<file path="config.mk">
export PLATFORM = sky130hd
export DESIGN_NAME = rnd_unit
export DESIGN_NICKNAME = d
export VERILOG_FILES = /design/src/rtl/rnd_pkg.sv /design/src/rtl/rnd_decide.sv /design/src/rtl/rnd_incr.sv /design/src/rtl/rnd_sat.sv /design/src/rtl/rnd_unit.sv
export SDC_FILE = /design/constraint.sdc
export NUM_CORES = 1
export LEC_CHECK = 0
export BUFFER_PORTS_ARGS = -buffer_cell sky130_fd_sc_hd__buf_2
export CAP_MARGIN = 0
export CORE_MARGIN = 10
export CORE_UTILIZATION = 43
export CTS_CLUSTER_DIAMETER = 150
export DETAILED_ROUTE_END_ITERATION = 8
export PLACE_DENSITY = 0.76
export SLEW_MARGIN = 40
export SYNTH_ARGS = -nofsm -noshare
export SYNTH_HDL_FRONTEND = slang
export SYNTH_SLANG_ARGS = --single-unit
</file>
<file path="constraint.sdc">
create_clock -name clk -period 0.8 [get_ports clk]
set_input_delay 0.04 -clock clk [delete_from_list [all_inputs] [get_ports clk]]
set_output_delay 0.04 -clock clk [all_outputs]
set_load 0.05 [all_outputs]
</file>
<file path="src/rtl/rnd_pkg.sv">
package rnd_pkg;
    typedef enum logic [1:0] {
        RM_NEAREST = 2'b00,
        RM_ZERO    = 2'b01,
        RM_POS     = 2'b10,
        RM_NEG     = 2'b11
    } rnd_mode_e;
endpackage

</file>
<file path="src/rtl/rnd_decide.sv">
module rnd_decide
    import rnd_pkg::*;
(
    input  logic      guard_bit,
    input  logic      round_bit,
    input  logic      sticky_bit,
    input  logic      kept_lsb,
    input  logic      sign_bit,
    input  rnd_mode_e mode,
    output logic      inexact,
    output logic      bump
);
    always_comb begin
        inexact = guard_bit | round_bit | sticky_bit;
        bump    = 1'b0;
        unique case (mode)
            RM_NEAREST: bump = guard_bit & (round_bit | sticky_bit | kept_lsb);
            RM_ZERO:    bump = 1'b0;
            RM_POS:     bump = inexact & ~sign_bit;
            RM_NEG:     bump = inexact & sign_bit;
        endcase
    end
endmodule

</file>
<file path="src/rtl/rnd_incr.sv">
module rnd_incr #(
    parameter int W = 32
) (
    input  logic [W-1:0] a,
    input  logic         inc,
    output logic [W-1:0] sum,
    output logic         cout
);
    logic [W:0] c;
    assign c[0] = inc;
    for (genvar i = 0; i < W; i++) begin : g_bit
        assign sum[i]  = a[i] ^ c[i];
        assign c[i+1]  = a[i] & c[i];
    end
    assign cout = c[W];
endmodule

</file>
<file path="src/rtl/rnd_sat.sv">
module rnd_sat
    import rnd_pkg::*;
(
    input  logic      sign_bit,
    input  rnd_mode_e mode,
    output logic      to_inf
);
    always_comb begin
        to_inf = 1'b0;
        unique case (mode)
            RM_NEAREST: to_inf = 1'b1;
            RM_ZERO:    to_inf = 1'b0;
            RM_POS:     to_inf = ~sign_bit;
            RM_NEG:     to_inf = sign_bit;
        endcase
    end
endmodule

</file>
<file path="src/rtl/rnd_unit.sv">
module rnd_unit
    import rnd_pkg::*;
#(
    parameter int W = 32
) (
    input  logic           clk,
    input  logic           rst_n,
    input  logic [W+1:0]   mant_in,
    input  logic           sticky_in,
    input  logic           sign_in,
    input  logic [1:0]     mode_in,
    output logic [W-1:0]   mant_out,
    output logic           carry_out,
    output logic           rounded_up,
    output logic           flag_inexact,
    output logic           flag_frac_inexact,
    output logic           flag_frac_rounded,
    output logic           sat_to_inf,
    output logic           flag_overflow
);
    localparam int XW = W + 2;

    rnd_mode_e    mode;
    logic [W-1:0] kept;
    logic [W-1:0] sum_c;
    logic         cout_c;
    logic         inexact_c;
    logic         bump_c;
    logic         inf_c;
    logic         primed;

    assign mode = rnd_mode_e'(mode_in);
    assign kept = mant_in[XW-1:2];

    rnd_decide u_decide (
        .guard_bit  (mant_in[1]),
        .round_bit  (mant_in[0]),
        .sticky_bit (sticky_in),
        .kept_lsb   (mant_in[2]),
        .sign_bit   (sign_in),
        .mode       (mode),
        .inexact    (inexact_c),
        .bump       (bump_c)
    );

    rnd_incr #(.W(W)) u_incr (
        .a    (kept),
        .inc  (bump_c),
        .sum  (sum_c),
        .cout (cout_c)
    );

    rnd_sat u_sat (
        .sign_bit (sign_in),
        .mode     (mode),
        .to_inf   (inf_c)
    );

    always_ff @(posedge clk or negedge rst_n) begin
        if (!rst_n) begin
            mant_out          <= '0;
            carry_out         <= 1'b0;
            rounded_up        <= 1'b0;
            flag_inexact      <= 1'b0;
            flag_frac_inexact <= 1'b0;
            flag_frac_rounded <= 1'b0;
            sat_to_inf        <= 1'b0;
            flag_overflow     <= 1'b0;
            primed            <= 1'b0;
        end else begin
            mant_out          <= sum_c;
            carry_out         <= cout_c;
            rounded_up        <= bump_c;
            flag_inexact      <= inexact_c;
            flag_frac_inexact <= inexact_c;
            flag_frac_rounded <= bump_c;
            sat_to_inf        <= inf_c;
            flag_overflow     <= inf_c;
            primed            <= 1'b1;
        end
    end

    // exact input passes through quietly
    a_r2_exact_quiet: assert property (@(posedge clk) disable iff (!rst_n)
        (primed && $past(mant_in[1:0]) == 2'b00 && !$past(sticky_in)) |->
        (!flag_inexact && !rounded_up && !flag_frac_rounded && !carry_out &&
         mant_out == $past(mant_in[XW-1:2])));

    // inexact flags follow guard, round and sticky
    a_r3_inexact_pair: assert property (@(posedge clk) disable iff (!rst_n)
        primed |-> (flag_inexact == flag_frac_inexact &&
                    flag_inexact == ($past(|mant_in[1:0]) || $past(sticky_in))));

    // toward zero never increments
    a_r5_rz_no_inc: assert property (@(posedge clk) disable iff (!rst_n)
        (primed && $past(mode_in) == 2'b01) |-> !rounded_up);

    // an increment implies an inexact input and the rounded flag
    a_r6_round_flags: assert property (@(posedge clk) disable iff (!rst_n)
        rounded_up |-> (flag_inexact && flag_frac_rounded));

    // carry out only comes from an increment
    a_r6_carry_needs_inc: assert property (@(posedge clk) disable iff (!rst_n)
        carry_out |-> (rounded_up && mant_out == '0));

    // toward zero never saturates to infinity
    a_r7_rz_no_inf: assert property (@(posedge clk) disable iff (!rst_n)
        (primed && $past(mode_in) == 2'b01) |-> !sat_to_inf);

    // overflow flag follows the infinity choice
    a_r8_ovf_flag: assert property (@(posedge clk) disable iff (!rst_n)
        flag_overflow == sat_to_inf);
endmodule

</file>
Yosys cells after proc, flatten, opt, wreduce, memory -nomap -nowiden --
Cells that the tools add are included.
Word-level totals: flip-flop bits (word level) 36, input bits 40, output and inout port bits 39, word-level logic and storage cells 83
Cells by class: equality and inequality tests 3, multiplexer cells 2, bitwise gates (word level) 72, reductions and logical operators 1
Operator list (number):
- $and 1x1->1 | 35
- $xor 1x1->1 | 32
- $pmux 1 s4 | 2
- $eq 2x2->1 const B | 2
- $or 1x1->1 | 4
- $eq 2x1->1 const B | 1
- $logic_not 2->1 | 1
- $not 1->1 | 1

Logic depth before layout (Yosys ltp) --
Gate-level depths: netlist of run 1.
depth in word-level cells 36, gate-level depth with buffers 35, gate-level depth less buffers 35

By module --
Synthesis of run 1 repeated with hierarchy kept, for this count alone.
Second synthesis, totals: cell total of the unflattened synthesis 80, area total of the unflattened synthesis 1376.3 um2
By module, submodules not included:
- rnd_unit | times used 1, cells an instance 39, area each 923.4 um2, sequential area each 900.9 um2
- rnd_incr | times used 1, cells an instance 32, area each 400.4 um2, sequential area each 0.0 um2
- rnd_decide | times used 1, cells an instance 7, area each 40.0 um2, sequential area each 0.0 um2
- rnd_sat | times used 1, cells an instance 2, area each 12.5 um2, sequential area each 0.0 um2

Least setup slack after synthesis of run 1 --
No wires, ideal clock.
path type input -> register, start point input mant_in[0], end point register mant_out[31], data arrival time 6.063 ns, path slack -5.389 ns, stages 35, buffers on the path 0, cell sequence nor3_1 nor2_1 o221a_2 ha_1 ha_1 ha_1 ha_1 ha_1 ha_1 ha_1 ha_1 ha_1 ha_1 ha_1 ha_1 ha_1 ha_1 ha_1 ha_1 ha_1 ha_1 ha_1 ha_1 ha_1 ha_1 ha_1 ha_1 ha_1 ha_1 ha_1 ha_1 ha_1 ha_1 ha_1 ha_1
On the way: longest elaborated chain between the ends 36, elaborated cells on any way between the ends 40
RTL lines:
- from (decl) | RTL line rnd_unit.sv:8 | input logic [W+1:0] mant_in,
- $or 1x1->1, on equally long branches (2 in series) | RTL line rnd_decide.sv:14, rnd_decide.sv:17
- $and 1x1->1, on equally long branches | RTL line rnd_decide.sv:20, rnd_decide.sv:17, rnd_decide.sv:19
- $pmux 1 s4 (*) | RTL line rnd_decide.sv:16 | unique case (mode)
- via bump_c | RTL line rnd_unit.sv:28 | logic bump_c;
- $and 1x1->1 (*) (31 in series) | RTL line rnd_incr.sv:13 | assign c[i+1] = a[i] & c[i];
- $xor 1x1->1 (*) | RTL line rnd_incr.sv:12 | assign sum[i] = a[i] ^ c[i];
- via sum_c[31] | RTL line rnd_unit.sv:25 | logic [W-1:0] sum_c;
- to (signal assigned) | RTL line rnd_unit.sv:71 | mant_out <= sum_c;
- to (decl) | RTL line rnd_unit.sv:12 | output logic [W-1:0] mant_out,
Mark *: on every way through the listed nets, which the timed path passes. The rest lies on a longest branch.

Worst setup path after layout of run 1 --
start point input mant_in[2], end point register mant_out[31]
On the way: longest elaborated chain between the ends 35
RTL lines:
- $or 1x1->1 | RTL line rnd_decide.sv:17 | RM_NEAREST: bump = guard_bit & (round_bit | sticky_bit | kept_lsb);
- $and 1x1->1 | RTL line rnd_decide.sv:17
- $pmux 1 s4 | RTL line rnd_decide.sv:16
- via bump_c | RTL line rnd_unit.sv:28
- $and 1x1->1 (31 in series) | RTL line rnd_incr.sv:13
- $xor 1x1->1 | RTL line rnd_incr.sv:12
- via sum_c[31] | RTL line rnd_unit.sv:25
The timed path passes the listed nets, and every way through them passes these cells.

==> metrics, run 1 <==
P_sw=1.31 mW; most frequent cells in the layout=39 x buf_6, 36 x buf_2, 33 x dfrtp_1; part of the power in registers=0.483; instance count of the mapped netlist=79; worst slew pin tran=0.190 ns; most common cell after layout, fill and taps aside=buf_6; CP Max Fanout=2; CP Buf/Inv Count=1; Lkg Pwr=1.21 nW; critical path arrival=5.73 ns; number of remaining DRC errors=0; first-pass detailed-route iteration total=4; Vias=1021; RSZ-0062 raised after global routing=yes; final worst-path setup slack=-4.65 ns; Distinct cells, synth=11; max incr delay on CP=0.25 ns; Hold Path Class=in2reg; setup tns final=-81.29 ns; cts bufs inserted=5; drt total wl=4470 um; n_diodes=0; Core Area=3080 sq um; Syn Area/Cell=17.5 sq um; kind of critical path=in2reg; failing checks=negative hold slack, negative setup slack; worst setup path endpoint=mant_out[31]$_DFF_PN0_; Critical-path top delay cell=ha_4; Comb pwr share=0.275; pwr dens=1540 nW/um^2; status=finished, violations left; GPL Wtd Cong=0.685; Seq cells post-synth=36; DP Wirelength=2990 um; CTS tree=done; final hold violation count=31; Max IR drop VDD=0.00125 V; fmax=0.183 GHz; Routed Antenna Nets=0; initial antenna violation count=0; critical path startpoint=mant_in[2]; number of fillers in the final layout=147; total power=4.11 mW; clock period minus final worst setup slack=5.45 ns; Sw Share=0.318; starting density of the core=0.450; Clk network pwr share=0.242; CTS max path bufs=2; Nets=244; DRT iter0 DRCs=45; die width=76.7 um; yosys warns=0; FF/Latch Area=905 sq um; GR Overflow Total=0; vias per cell=4.71; Overall Global Routing Usage=0.149; vias in the first global route=1267; P&R area growth vs syn=93.7%; first-pass GRT wire length=6710 um; Die Ht=76.7 um; fraction of layout cells with a size suffix above 1=0.746; Internal Power=2.80 mW; Clock Sinks=36; most frequent CP cell=ha_4; FP Rows=20; CP Depth=36; Clock Tree Root=clkbuf_4; H-tree lvl count=2; delay-heaviest family, CP=adder cells; Post-Syn Area=1380 sq um; area of the multi-input gates=885 sq um; Max-Cap Viols=0; WL/cell=20.6 um; Syn Nets=151; input/output buffers=78; Die Area=5890 sq um; element type at the critical path start=input pin; crit end category=register; hold slack=-0.0426 ns; final setup fails=70; I/O Pins=79; clock transition at the registers of the reported paths=0.10 ns; Pins Over Slew Limit=0; register area share after synthesis=0.651; largest net degree at the start of global routing=37; Rel. slew slack=0.873; Final period util=6.82; CP required=1.08 ns
==> sequential cells by signal (all words and copies together) (netlist names) <==
name,cells
flag_frac_rounded,1
flag_frac_inexact,1
carry_out,1
sat_to_inf,1
mant_out,32
==> cell type report <==
type / count / area share
sequential: 36 / 0.338
multi-input combinational: 40 / 0.330
timing repair buffer: 89 / 0.290
clock buffer: 8 / 0.0219
tap: 44 / 0.0205
==> power by group through the flow <==
stage	sequential [mW]	clock, mW	combinational [mW]
2_1_floorplan	2.38	0	0.156
3_3_place_gp	1.98	0	0.894
3_5_place_dp	1.99	0	0.931
4_1_cts	1.98	1.01	1.10
5_1_grt	2.00	1.11	1.19
6_report	1.99	0.995	1.13
==> worst min path at each step <==
stage	start	cells past startpoint	slack (ns)	endpoint
5_1_grt	mant_in[28]	2	-0.06	mant_out[26]$_DFF_PN0_
4_1_cts	mant_in[0]	2	-0.10	flag_frac_inexact$_DFF_PN0_
6_report	mant_in[28]	2	-0.04	mant_out[26]$_DFF_PN0_
3_5_place_dp	rst_n	2	0.02	mant_out[23]$_DFF_PN0_
2_1_floorplan	rst_n	0	-0.26	carry_out$_DFF_PN0_
3_3_place_gp	rst_n	2	0.01	mant_out[21]$_DFF_PN0_
==> synthesized netlist by cell type <==
| cell | instances | area (sq um) |
|---|---|---|
| o221a_2 | 1 | 11.3 |
| ha_1 | 32 | 400 |
| dfrtp_1 | 36 | 901 |
| nor2_1 | 1 | 3.75 |
| xor2_1 | 1 | 8.76 |
| mux2_2 | 1 | 11.3 |
| nand2_2 | 1 | 6.26 |
| buf_4 | 3 | 22.5 |
| or3_1 | 1 | 6.26 |
| o21a_1 | 1 | 7.51 |
| nor3_1 | 1 | 5.00 |
==> stage by stage <==
step            util  instances  hold WS, ns  setup WS [ns]  cell area, sq um
6_report       0.871        217      -0.0426          -4.65              2680
5_1_grt        0.871        217      -0.0576          -4.74              2680
2_1_floorplan      -         79       -0.256          -4.66              1810
4_1_cts        0.858        215       -0.103          -4.58              2640
3_5_place_dp   0.740        203       0.0192          -4.97              2280
3_3_place_gp   0.740        203       0.0145          -4.86              2280
==> per-layer routing <==
layer	up-vias	GRT usage	routed length, um
li1	462	-	-
met5	-	0	0
met2	57	0.282	2500
met1	487	0.134	1420
met4	0	0.0669	155
met3	15	0.0606	393
==> what timing repair did <==
item                                    CTS  global route
gates cloned                              0             0
buffers inserted                          0             1
hold endpoints to repair                 70            31
resized for setup                        81             6
endpoints found under the setup margin   70            73
pin swaps                                 3             3
hold buffers                              4             1
==> logic make-up after synthesis <==
group           share of synthesized area
buf+inv                            0.0163
mux                               0.00814
xor+xnor                          0.00633
simple gates                       0.0154
flops                               0.651
fa+ha+maj                           0.289
compound gates                     0.0136
(Power assumes the default switching activity.)
==> run 2, diff against run 1 <==
Settings changed: CORE_UTILIZATION 43 to 38, GPL_ROUTABILITY_DRIVEN from default to 0, PLACE_DENSITY 0.76 to 0.68.
==> metrics, run 2 (synthesis gave the netlist of run 1 again) <==
input/output buffers=78 (unchanged); drt total wl=3420 um (was 4470 um); most common cell after layout, fill and taps aside=buf_6 (unchanged); Max-Cap Viols=0 (unchanged); first-pass detailed-route iteration total=2 (was 4); Critical-path top delay cell=o221a_4 (was ha_4); Hold Path Class=in2reg (unchanged); final worst-path setup slack=-4.56 ns (was -4.65 ns); kind of critical path=in2reg (unchanged); Core Area=3420 sq um (was 3080 sq um); Routed Antenna Nets=0 (unchanged); clock period minus final worst setup slack=5.36 ns (was 5.45 ns); fraction of layout cells with a size suffix above 1=0.749 (was 0.746); Clock Tree Root=clkbuf_4 (unchanged); Die Area=6460 sq um (was 5890 sq um); Die Ht=80.3 um (was 76.7 um); first-pass GRT wire length=5330 um (was 6710 um); P&R area growth vs syn=91.4% (was 93.7%); element type at the critical path start=input pin (unchanged); setup tns final=-78.57 ns (was -81.29 ns); status=finished, violations left (unchanged); number of fillers in the final layout=218 (was 147); most frequent CP cell=ha_4 (unchanged); final setup fails=71 (was 70); H-tree lvl count=2 (unchanged); DRT iter0 DRCs=62 (was 45); Overall Global Routing Usage=0.109 (was 0.149); CTS tree=done (unchanged); Hold Path Cell Cnt=2 (unchanged); number of remaining DRC errors=0 (unchanged); cts bufs inserted=5 (unchanged); critical path arrival=5.63 ns (was 5.73 ns); hold slack=-0.0859 ns (was -0.0426 ns); clock transition at the registers of the reported paths=0.10 ns (about the same); CTS max path bufs=2 (unchanged); max incr delay on CP=0.27 ns (was 0.25 ns); Vias=975 (was 1021); Rel. slew slack=0.875 (was 0.873); pwr dens=1520 nW/um^2 (was 1540 nW/um^2); GR Overflow Total=0 (unchanged); Most flops, register=mant_out (unchanged); n_diodes=0 (unchanged); Final period util=6.70 (was 6.82); most frequent cells in the layout=40 x buf_6, 36 x buf_2, 33 x dfrtp_1 (was 39 x buf_6, 36 x buf_2, 33 x dfrtp_1); starting density of the core=0.405 (was 0.450); failing checks=negative hold slack, negative setup slack (unchanged); worst slew pin tran=0.187 ns (was 0.190 ns); CP Max Fanout=3 (was 2); Nets=242 (was 244); Clock Sinks=36 (unchanged); Pins Over Slew Limit=0 (unchanged); vias in the first global route=1167 (was 1267); fmax=0.187 GHz (was 0.183 GHz); FP Rows=21 (was 20); largest net degree at the start of global routing=37 (unchanged); crit end category=register (unchanged); Max IR drop VDD=0.00122 V (was 0.00125 V); max reg flops=32 (unchanged); initial antenna violation count=0 (unchanged); WL/cell=15.8 um (was 20.6 um); I/O Pins=79 (unchanged); vias per cell=4.49 (was 4.71); Lkg Pwr=1.18 nW (was 1.21 nW); Post-CTS Hold Fix Bufs=4 (unchanged); CP required=1.07 ns (was 1.08 ns); total setup buffers inserted after CTS=0 (unchanged); final hold violation count=31 (unchanged); RSZ-0062 raised after global routing=yes (unchanged); die width=80.3 um (was 76.7 um)
==> run 2: changes by cell type in the layout (fill, tap and decap cells not counted), sizes merged <==
cell          change
buf               -1
dlymetal6s4s      -2
dlygate4sd3       +1
==> run 2: critical path, delay by kind of cell <==
family	cells	cell delay [ns]
AO/OA/AOI/OAI	2	0.46
buffers and inverters	1	0.10
adder cells (fa/ha/maj)	32	4.97
==> run 2: per-stage QoR <==
stage / worst slack (ns) / util / instance area, sq um / power (mW) / instances
final: -4.56 / 0.775 / 2650 / 4.02 / 217
after global routing: -4.65 / 0.775 / 2650 / 4.24 / 217
after CTS: -4.57 / 0.772 / 2640 / 4.10 / 217
after detailed placement: -4.96 / 0.668 / 2280 / 2.91 / 205
after global placement: -4.87 / 0.668 / 2280 / 2.88 / 205
after floorplan: -4.66 / - / 1810 / 2.54 / 79
==> run 2: path summary, 6_finish.rpt <==
check | start | to | slack, ns
setup / recovery | mant_in[0] | mant_out[31]$_DFF_PN0_ | -4.56
hold / removal | mant_in[0] | flag_frac_inexact$_DFF_PN0_ | -0.09
max in group asynchronous | rst_n | sat_to_inf$_DFF_PN0_ | 0.42
min in group asynchronous | rst_n | mant_out[22]$_DFF_PN0_ | 0.19
==> run 2: routing by layer <==
layer | routed length (um) | GRT usage | vias to the layer above | share of wire
met5 | 0 | 0 | - | 0
met4 | 36 | 0.0475 | 0 | 0.011
met3 | 493 | 0.0679 | 5 | 0.14
met2 | 1760 | 0.189 | 57 | 0.51
met1 | 1130 | 0.0992 | 452 | 0.33
li1 | - | - | 461 | -
==> run 2: what timing repair did <==
| item | in CTS | in global routing |
|---|---|---|
| pin swaps | 0 | 0 |
| hold endpoints to repair | 70 | 31 |
| endpoints found under the setup margin | 70 | 70 |
| gates resized for setup | 80 | 3 |
==> run 2: cell type report <==
class	instances	area, sq um	share of cell area
flip-flops and latches	36	905	0.342
well taps	46	57.6	0.0217
clock buffers	8	58.8	0.0222
repair buffers	87	743	0.281
multi-input cells	40	885	0.334
==> run 2: report_power, final <==
group / total [mW] / internal [mW] / switching (mW) / leakage (nW)
clock network: 0.960 / 0.434 / 0.527 / 0.0326
registers: 1.98 / 1.93 / 0.0562 / 0.418
logic: 1.08 / 0.420 / 0.658 / 0.729
==> run 3, diff against run 2 <==
==> constraint.sdc (replaced) <==
create_clock -name clk -period 0.8 [get_ports clk]
set_input_delay 0.04 -clock clk [delete_from_list [all_inputs] [get_ports clk]]
set_output_delay 0.04 -clock clk [all_outputs]
set_load 0.01 [all_outputs]
==> metrics, run 3 (synthesis gave the netlist of run 1 again) <==
Core Area=3420 sq um (unchanged); hold slack=-0.0808 ns (was -0.0859 ns); Rel. slew slack=0.869 (was 0.875); largest net degree at the start of global routing=37 (unchanged); final setup fails=70 (was 71); first-pass GRT wire length=5440 um (was 5330 um); clock period minus final worst setup slack=5.38 ns (was 5.36 ns); Clock Tree Root=clkbuf_4 (unchanged); pwr dens=1420 nW/um^2 (was 1520 nW/um^2); DR top layer=met4 (unchanged); vias in the first global route=1150 (was 1167); Routed Antenna Nets=0 (unchanged); worst slew pin tran=0.197 ns (was 0.187 ns); Clock Sinks=36 (unchanged); Max-Cap Viols=0 (unchanged); worst hold endpoint=flag_frac_inexact$_DFF_PN0_ (unchanged); first-pass detailed-route iteration total=2 (unchanged); Most flops, register=mant_out (unchanged); fraction of layout cells with a size suffix above 1=0.731 (was 0.749); failing checks=negative hold slack, negative setup slack (unchanged); number of fillers in the final layout=233 (was 218); CP required=1.08 ns (was 1.07 ns); dpl cell area=2280 sq um (about the same); fin cells=217 (unchanged); Die Ht=80.3 um (unchanged); metal2 WL=1790 um (was 1760 um); Hold Path Class=in2reg (unchanged); Post-Route M1 WL=1220 um (was 1130 um); most common cell after layout, fill and taps aside=buf_2 (was buf_6); Critical-path top delay cell=o221a_4 (unchanged); Lkg Pwr=1.13 nW (was 1.18 nW); number of remaining DRC errors=0 (unchanged); total setup buffers inserted after CTS=0 (unchanged); final design instance area without fill=2500 sq um (was 2650 sq um); clock transition at the registers of the reported paths=0.10 ns (about the same); status=finished, violations left (unchanged); final hold violation count=31 (unchanged); I/O Pins=79 (unchanged); FP Rows=21 (unchanged); Cells after DPL=205 (unchanged); starting density of the core=0.405 (unchanged); n_diodes=0 (unchanged); CTS max path bufs=2 (unchanged); GR Overflow Total=0 (unchanged); RSZ-0062 raised after global routing=yes (unchanged); crit end category=register (unchanged); DP Wirelength=2920 um; P&R area growth vs syn=81.0% (was 91.4%); Final period util=6.72 (was 6.70); DRT iter0 DRCs=18 (was 62); routed wl met3=482 um (was 493 um); vias per cell=4.51 (was 4.49); WL/cell=16.2 um (was 15.8 um); initial antenna violation count=0 (unchanged); CP Max Fanout=3 (unchanged); most frequent cells in the layout=59 x buf_2, 36 x dfrtp_1, 32 x ha_4 (was 40 x buf_6, 36 x buf_2, 33 x dfrtp_1); final worst-path setup slack=-4.58 ns (was -4.56 ns); Pins Over Slew Limit=0 (unchanged); final core utilization=0.733 (was 0.775); Max IR drop VDD=0.00130 V (was 0.00122 V); kind of critical path=in2reg (unchanged); CTS tree=done (unchanged); max incr delay on CP=0.27 ns (about the same); setup tns final=-77.51 ns (was -78.57 ns); max reg flops=32 (unchanged); Vias=979 (was 975); Overall Global Routing Usage=0.112 (was 0.109); Hold Path Cell Cnt=2 (unchanged); Hold Path Origin=mant_in[0] (unchanged); Die Area=6460 sq um (unchanged); die width=80.3 um (unchanged); cts bufs inserted=5 (unchanged); critical path arrival=5.65 ns (was 5.63 ns); H-tree lvl count=2 (unchanged); fmax=0.186 GHz (was 0.187 GHz); most frequent CP cell=ha_4 (unchanged); Nets=242 (unchanged); element type at the critical path start=input pin (unchanged); input/output buffers=78 (unchanged); drt total wl=3520 um (was 3420 um); total power=3.56 mW (was 4.02 mW)
-- run 3: cell counts in the layout (fill, tap and decap cells not counted) --
No cell type changed its count.
-- run 3: worst max-delay path by stage --
stage	startpoint	endpoint	slack, ns	depth (start not counted)
6_report	mant_in[0]	mant_out[31]$_DFF_PN0_	-4.58	35
5_1_grt	mant_in[0]	mant_out[31]$_DFF_PN0_	-4.66	36
4_1_cts	mant_in[0]	mant_out[31]$_DFF_PN0_	-4.58	35
3_5_place_dp	mant_in[0]	mant_out[31]$_DFF_PN0_	-4.97	35
3_3_place_gp	mant_in[0]	mant_out[31]$_DFF_PN0_	-4.87	35
2_1_floorplan	mant_in[0]	mant_out[31]$_DFF_PN0_	-4.66	34
-- run 3: per-stage QoR --
stage | hold slack (ns) | setup WS (ns)
floorplan | -0.256 | -4.66
global placement | 0.0153 | -4.87
detailed placement | 0.0143 | -4.97
CTS | -0.108 | -4.58
global route | -0.107 | -4.66
finish | -0.0808 | -4.58
-- run 3: per-layer routing --
layer / vias up / GRT usage
met2: 56 / 0.193
met1: 464 / 0.103
li1: 457 / -
met5: - / 0
met3: 2 / 0.0791
met4: 0 / 0.0317
-- run 3: power breakdown --
group / internal [mW] / switching, mW / total [mW]
Clock: 0.434 / 0.540 / 0.973
Sequential: 1.92 / 0.0392 / 1.96
Combinational: 0.333 / 0.290 / 0.623
Total: 2.69 / 0.869 / 3.56
-- run 3: critical path: cells and delay by family --
| family | cells | cell delay [ns] |
|---|---|---|
| fa+ha+maj | 32 | 4.99 |
| compound gates | 2 | 0.45 |
| buf+inv | 1 | 0.10 |
-- run 3: layout make-up --
class / count / area (sq um) / area share
flip-flops and latches: 36 / 901 / 0.360
multi-input cells: 40 / 885 / 0.353
well taps: 46 / 57.6 / 0.0230
repair buffers: 87 / 603 / 0.241
clock buffers: 8 / 58.8 / 0.0235
-- run 3: what timing repair did --
item / in CTS / in global routing
setup endpoints to repair: 70 / 70
endpoints found under the hold margin: 69 / 32
pin swaps: 0 / 1
hold buffers: 3 / 1
cloned: 0 / 0
gates resized for setup: 9 / 12
